**src/rtl/fdc_glue_pkg.sv**
```systemverilog
package fdc_glue_pkg;

  localparam int PORT_W = 8;

  typedef enum logic [1:0] {
    SEL_NONE = 2'd0,
    SEL_FDC  = 2'd1,
    SEL_CTRL = 2'd2,
    SEL_HDD  = 2'd3
  } port_sel_e;

  // true when port a falls inside the aligned window of 2**span_log2 ports at base
  function automatic logic in_window(input logic [PORT_W-1:0] a,
                                     input logic [PORT_W-1:0] base,
                                     input int unsigned       span_log2);
    logic [PORT_W-1:0] keep;
    keep = {PORT_W{1'b1}} << span_log2;
    return (a & keep) == (base & keep);
  endfunction

  // a cycle may select a port only as a plain I/O access, never an acknowledge
  function automatic logic plain_io(input logic iorq_n, input logic m1_n);
    return !iorq_n && m1_n;
  endfunction

  // readback word: live status in the top bit, latched bits below
  function automatic logic [PORT_W-1:0] readback_word(input logic [PORT_W-1:0] q,
                                                      input logic              live);
    return {live, q[PORT_W-2:0]};
  endfunction

  // wake condition: processor halted and controller wants service
  function automatic logic wake_cond(input logic halt_n, input logic drq, input logic intrq);
    return !halt_n && (drq || intrq);
  endfunction

endpackage

```
**src/rtl/fdc_port_decode.sv**
```systemverilog
module fdc_port_decode
  import fdc_glue_pkg::*;
#(
  parameter logic [PORT_W-1:0] FDC_BASE      = 8'h44,
  parameter int unsigned       FDC_SPAN_LOG2 = 2,
  parameter logic [PORT_W-1:0] CTRL_PORT     = 8'h48,
  parameter logic [PORT_W-1:0] HDD_BASE      = 8'h50,
  parameter int unsigned       HDD_SPAN_LOG2 = 4
) (
  input  logic [PORT_W-1:0]        addr_i,
  input  logic                     iorq_n,
  input  logic                     m1_n,
  output port_sel_e                sel_o,
  output logic [FDC_SPAN_LOG2-1:0] reg_idx_o
);

  logic io_ok;
  logic hit_fdc;
  logic hit_ctrl;
  logic hit_hdd;

  assign io_ok    = plain_io(iorq_n, m1_n);
  assign hit_fdc  = in_window(addr_i, FDC_BASE, FDC_SPAN_LOG2);
  assign hit_ctrl = in_window(addr_i, CTRL_PORT, 0);
  assign hit_hdd  = in_window(addr_i, HDD_BASE, HDD_SPAN_LOG2);

  always_comb begin
    sel_o = SEL_NONE;
    if (io_ok) begin
      if (hit_fdc)       sel_o = SEL_FDC;
      else if (hit_ctrl) sel_o = SEL_CTRL;
      else if (hit_hdd)  sel_o = SEL_HDD;
    end
  end

  assign reg_idx_o = addr_i[FDC_SPAN_LOG2-1:0];

endmodule

```
**src/rtl/fdc_ctrl_latch.sv**
```systemverilog
module fdc_ctrl_latch #(
  parameter int               WIDTH    = 8,
  parameter logic [WIDTH-1:0] RST_VAL  = '0
) (
  input  logic             clk,
  input  logic             rst_n,
  input  logic             load_i,
  input  logic [WIDTH-1:0] d_i,
  output logic [WIDTH-1:0] q_o
);

  always_ff @(posedge clk) begin
    if (!rst_n)      q_o <= RST_VAL;
    else if (load_i) q_o <= d_i;
  end

endmodule

```
**src/rtl/fdc_halt_nmi.sv**
```systemverilog
module fdc_halt_nmi
  import fdc_glue_pkg::*;
(
  input  logic clk,
  input  logic rst_n,
  input  logic halt_n,
  input  logic drq,
  input  logic intrq,
  output logic wake_o,
  output logic nmi_n
);

  logic nmi_q;

  assign wake_o = wake_cond(halt_n, drq, intrq);

  // registered so the pin is glitch free; leaving HALT clears it next edge
  always_ff @(posedge clk) begin
    if (!rst_n) nmi_q <= 1'b0;
    else        nmi_q <= wake_o;
  end

  assign nmi_n = !nmi_q;

endmodule

```
**src/rtl/fdc_disk_glue.sv**
```systemverilog
module fdc_disk_glue
  import fdc_glue_pkg::*;
#(
  parameter logic [PORT_W-1:0] FDC_BASE      = 8'h44,
  parameter int unsigned       FDC_SPAN_LOG2 = 2,
  parameter logic [PORT_W-1:0] CTRL_PORT     = 8'h48,
  parameter logic [PORT_W-1:0] HDD_BASE      = 8'h50,
  parameter int unsigned       HDD_SPAN_LOG2 = 4
) (
  input  logic              clk,
  input  logic              rst_n,
  input  logic [PORT_W-1:0] addr_i,
  input  logic              iorq_n,
  input  logic              m1_n,
  input  logic              rd_n,
  input  logic              wr_n,
  input  logic [PORT_W-1:0] data_i,
  output logic [PORT_W-1:0] data_o,
  output logic              data_oe,
  input  logic              halt_n,
  input  logic              fdc_drq,
  input  logic              fdc_intrq,
  output logic              fdc_cs_n,
  output logic [1:0]        fdc_reg,
  output logic              hdd_cs_n,
  output logic [PORT_W-1:0] ctrl_o,
  output logic              nmi_n
);

  localparam int REG_W = FDC_SPAN_LOG2;

  port_sel_e         sel;
  logic [REG_W-1:0]  reg_idx;
  logic              ctrl_wr;
  logic              ctrl_rd;
  logic              wake_req;

  fdc_port_decode #(
    .FDC_BASE      (FDC_BASE),
    .FDC_SPAN_LOG2 (FDC_SPAN_LOG2),
    .CTRL_PORT     (CTRL_PORT),
    .HDD_BASE      (HDD_BASE),
    .HDD_SPAN_LOG2 (HDD_SPAN_LOG2)
  ) u_dec (
    .addr_i    (addr_i),
    .iorq_n    (iorq_n),
    .m1_n      (m1_n),
    .sel_o     (sel),
    .reg_idx_o (reg_idx)
  );

  assign ctrl_wr = (sel == SEL_CTRL) && !wr_n;
  assign ctrl_rd = (sel == SEL_CTRL) && !rd_n;

  fdc_ctrl_latch #(
    .WIDTH   (PORT_W),
    .RST_VAL ('0)
  ) u_latch (
    .clk    (clk),
    .rst_n  (rst_n),
    .load_i (ctrl_wr),
    .d_i    (data_i),
    .q_o    (ctrl_o)
  );

  fdc_halt_nmi u_nmi (
    .clk    (clk),
    .rst_n  (rst_n),
    .halt_n (halt_n),
    .drq    (fdc_drq),
    .intrq  (fdc_intrq),
    .wake_o (wake_req),
    .nmi_n  (nmi_n)
  );

  assign fdc_cs_n = (sel != SEL_FDC);
  assign hdd_cs_n = (sel != SEL_HDD);
  assign fdc_reg  = 2'(reg_idx);
  assign data_oe  = ctrl_rd;
  assign data_o   = ctrl_rd ? readback_word(ctrl_o, fdc_intrq) : '0;

endmodule

```
**config.mk**
```make
export PLATFORM = sky130hd
export DESIGN_NAME = fdc_disk_glue
export DESIGN_NICKNAME = d
export VERILOG_FILES = /design/src/rtl/fdc_glue_pkg.sv /design/src/rtl/fdc_port_decode.sv /design/src/rtl/fdc_ctrl_latch.sv /design/src/rtl/fdc_halt_nmi.sv /design/src/rtl/fdc_disk_glue.sv
export SDC_FILE = /design/constraint.sdc
export NUM_CORES = 1
export LEC_CHECK = 0
export CORE_ASPECT_RATIO = 1.2
export CORE_MARGIN = 4
export CORE_UTILIZATION = 29
export DETAILED_ROUTE_END_ITERATION = 7
export PLACE_DENSITY = 0.78
export REMOVE_ABC_BUFFERS = 1
export SETUP_SLACK_MARGIN = 0.05
export SLEW_MARGIN = 0
export SYNTH_ARGS = -nofsm -noshare
export SYNTH_HDL_FRONTEND = slang
export SYNTH_SLANG_ARGS = --single-unit
```
**constraint.sdc**
```tcl
create_clock -name clk -period 2.8 [get_ports clk]
set_input_delay 0.84 -clock clk [delete_from_list [all_inputs] [get_ports clk]]
set_output_delay 0.84 -clock clk [all_outputs]
set_load 0.005 [all_outputs]
```
==> flow_metrics.py <==
metrics = {
    "power": {
        "p_comb_frac": 0.204,
        "peakVddDrop_v": 0.000237,
        "internal_power_mw": 0.223,
        "leakage_nw": 0.482,
        "power.switching_mw": 0.0641,
        "pwr-share-seq": 0.449,
        "power_frac_clock": 0.347,
        "p_total_mw": 0.287,
        "p_per_area_mw_per_mm2": 254,
        "swShare": 0.223,
    },
    "final_layout": {
        "drive_gt1_frac": 0.429,
        "final_net_count": 145,
        "num-fill-cells": 130,
        "area_growth_pct": 131,
        "n_antenna_cell": 0,
        "fin_util": 0.698,
    },
    "synthesis": {
        "synth_top_area_frac": 0.367,
        "ys.warnings.count": 0,
        "async_flop_share": 0,
        "synth_area_leaders": "dfxtp_1, mux2i_1, nand2_1",
        "yosysTopAreaCell": "dfxtp_1",
        "syn_inst": 56,
        "synth-edff-count": 0,
        "syn_area_per_cell_sq_um": 8.76,
        "synth-seq-cells": 9,
        "yosysUniqueCellTypes": 15,
        "dominantRegCellSynth": "dfxtp_1",
        "ys_seq_area_frac": 0.367,
        "netlist_area_sq_um": 490,
    },
    "setup_path": {
        "crit_slowest_cell": "or4b_4",
        "cp_top_family": "simple AND/OR/NAND/NOR gates",
        "crit_buf_inv": 5,
        "end_kind": "output port",
        "start_kind": "primary input",
        "critPathMostFrequentCell": "buf_6",
        "path_class": "in2out",
        "crit_fanout": 3,
        "critPathMaxStageDelay_ns": 0.55,
        "crit_arrival_ns": 2.23,
        "path_cells": "buf_6 > or4b_4 > nor4_4 > buf_4 > buf_6 > buf_6 > and2_4 > buf_6",
        "rrSetupSlack_ns": 2.16,
        "crit_required_ns": 1.96,
    },
    "drt": {
        "drc": 0,
        "met1_length_um": 592,
        "drtIter0Drc": 0,
        "dr.max_layer_used": "met4",
        "via_per_inst": 4.72,
        "wl_met2_um": 931,
        "postRouteAntennaNets": 0,
        "routed_wl_um": 1870,
        "first_pass_iters": 1,
        "vias": 646,
        "route.detailed.wl_per_inst_um": 13.6,
        "wl_met3_um": 287,
    },
    "floorplanning": {
        "dieArea_sq_mm": 0.00242,
        "start_util": 0.302,
        "core_area_sq_mm": 0.00162,
        "die_h_um": 53.1,
        "fp-row-count": 16,
        "die_x_um": 45.5,
        "ios": 47,
    },
    "grt": {
        "grt_pass1_vias": 649,
        "overflow": 0,
        "grt_max_degree": 18,
        "grt_pass1_wl_um": 2860,
        "grtUsageTotal": 0.168,
        "antenna_found_initial": 0,
    },
    "timing": {
        "final_hold_viol_count": 0,
        "fin_crit_sh": 1.10,
        "max_freq_mhz": 326,
        "tightest_slew_ns": 0.527,
        "slew_headroom": 0.647,
        "fin_worst_skew_ns": 0,
        "fin_ws_ns": -0.266,
        "finalSetupViolCount": 9,
        "fin_crit_ns": 3.07,
        "rsz0062_at_grt": "yes",
        "maxSlewViolCount": 0,
    },
    "cts": {
        "cts_hold_buffers": 0,
        "cts_root_buffer": "clkbuf_4",
        "clock_sinks": 9,
        "clk_path_buf_depth": 2,
        "h-tree-depth": 1,
        "clkTransAtPathRegs_ns": 0.06,
        "cts_inserted_buffers": 3,
        "clock_latency_ns": 0.26,
        "cts_tree": "yes",
    },
    "job": {
        "cap_violations": 0,
    },
    "worst_hold_path": {
        "hold_path_class": "reg2reg",
    },
    "place": {
        "port_buffers": 46,
        "post-dp-hpwl_um": 1260,
        "routabilityCongestion": 0.710,
    },
    "run_status": {
        "status": "finished with violations",
        "violations": "setup timing",
    },
}
## cells in the final DEF, fill, tap and decap left out
cell             synthesis  layout
dfxtp_1                  9       9
buf_2                    0      14
inv_1                    1       1
buf_4                    2       6
mux2i_1                  8       8
or2_4                    0       1
clkbuf_1                 2       1
buf_12                   0       1
buf_6                    0      16
or4b_1                   1       1
nor3b_1                  1       1
clkbuf_4                 0       3
or4b_4                   1       1
nor4_4                   1       2
clkdlybuf4s50_1          0      25
nor2_4                   0       1
clkbuf_2                 0       1
nand2_1                 17      17
and2_4                   0       4
and2_1                   8       4
nor2_1                   2       1
nand4bb_4                0       1
## Yosys cell counts, types with 2 or more instances
library cell	instances
buf_4	2
mux2i_1	8
nand2_1	17
nor2_1	2
and2_1	8
clkbuf_1	2
dfxtp_1	9
## metal layers
layer / vias to the layer above / global-route usage
li1: 312 / -
met2: 40 / 0.300
met5: - / 0
met3: 7 / 0.0578
met4: 0 / 0.0927
met1: 287 / 0.162
## registers in the layout (all words and copies together) (netlist names)
register     count
u_nmi.nmi_q      1
u_latch.q_o      8
## logic make-up (layout without fill, tap and decap cells)
family | after synthesis | in the layout | share of synthesized area
buf+inv | 5 | 68 | 0.0536
simple gates | 34 | 34 | 0.416
mux | 8 | 8 | 0.163
flops | 9 | 9 | 0.367
## repair_timing
action,CTS,global route
buffers inserted,11,0
resized for setup,101,6
cloned,1,0
setup endpoints to repair,11,11
pin swaps,11,4
## power by group through the flow
stage	Clock, mW	Combinational, mW	Sequential [mW]
floorplan	0	0.00833	0.132
global placement	0	0.0539	0.132
detailed placement	0	0.0547	0.132
CTS	0.105	0.0572	0.129
global route	0.111	0.0628	0.129
finish	0.0998	0.0586	0.129
## stage by stage
| stage | setup WS [ns] | hold slack [ns] | cell area [sq um] | cells | setup TNS (ns) |
|---|---|---|---|---|---|
| finish | -0.266 | 0.468 | 1130 | 137 | -1.67 |
| global route | -0.307 | 0.496 | 1130 | 137 | -2.07 |
| CTS | -0.345 | 0.474 | 1110 | 137 | -2.39 |
| detailed placement | -0.859 | 0.461 | 1000 | 121 | -8.38 |
| global placement | -0.841 | 0.445 | 1000 | 121 | -8.25 |
| floorplan | -0.00389 | 0.451 | 468 | 52 | -0.0311 |
## final cells by class
class / count / area (sq um) / area share
Timing Repair Buffer: 63 / 571 / 0.504
Multi-Input combinational cell: 42 / 329 / 0.291
Sequential cell: 9 / 180 / 0.159
Clock buffer: 4 / 26.3 / 0.0232
Tap cell: 18 / 22.5 / 0.0199
Inverter: 1 / 3.75 / 0.00331
## worst reg2reg max path: stages, from the launching register on
cell	delay (ns)
dfxtp_1	0.34
nand2_1	0.06
mux2i_1	0.17
## path summary, 6_finish.rpt
path,from,to,cells after the start
min,u_latch.q_o[7],u_latch.q_o[7],2
max,addr_i[0],data_o[0],8
min reg2reg,u_latch.q_o[7],u_latch.q_o[7],2
max reg2reg,u_latch.q_o[4],u_latch.q_o[4],2
(Power assumes the default switching activity.)
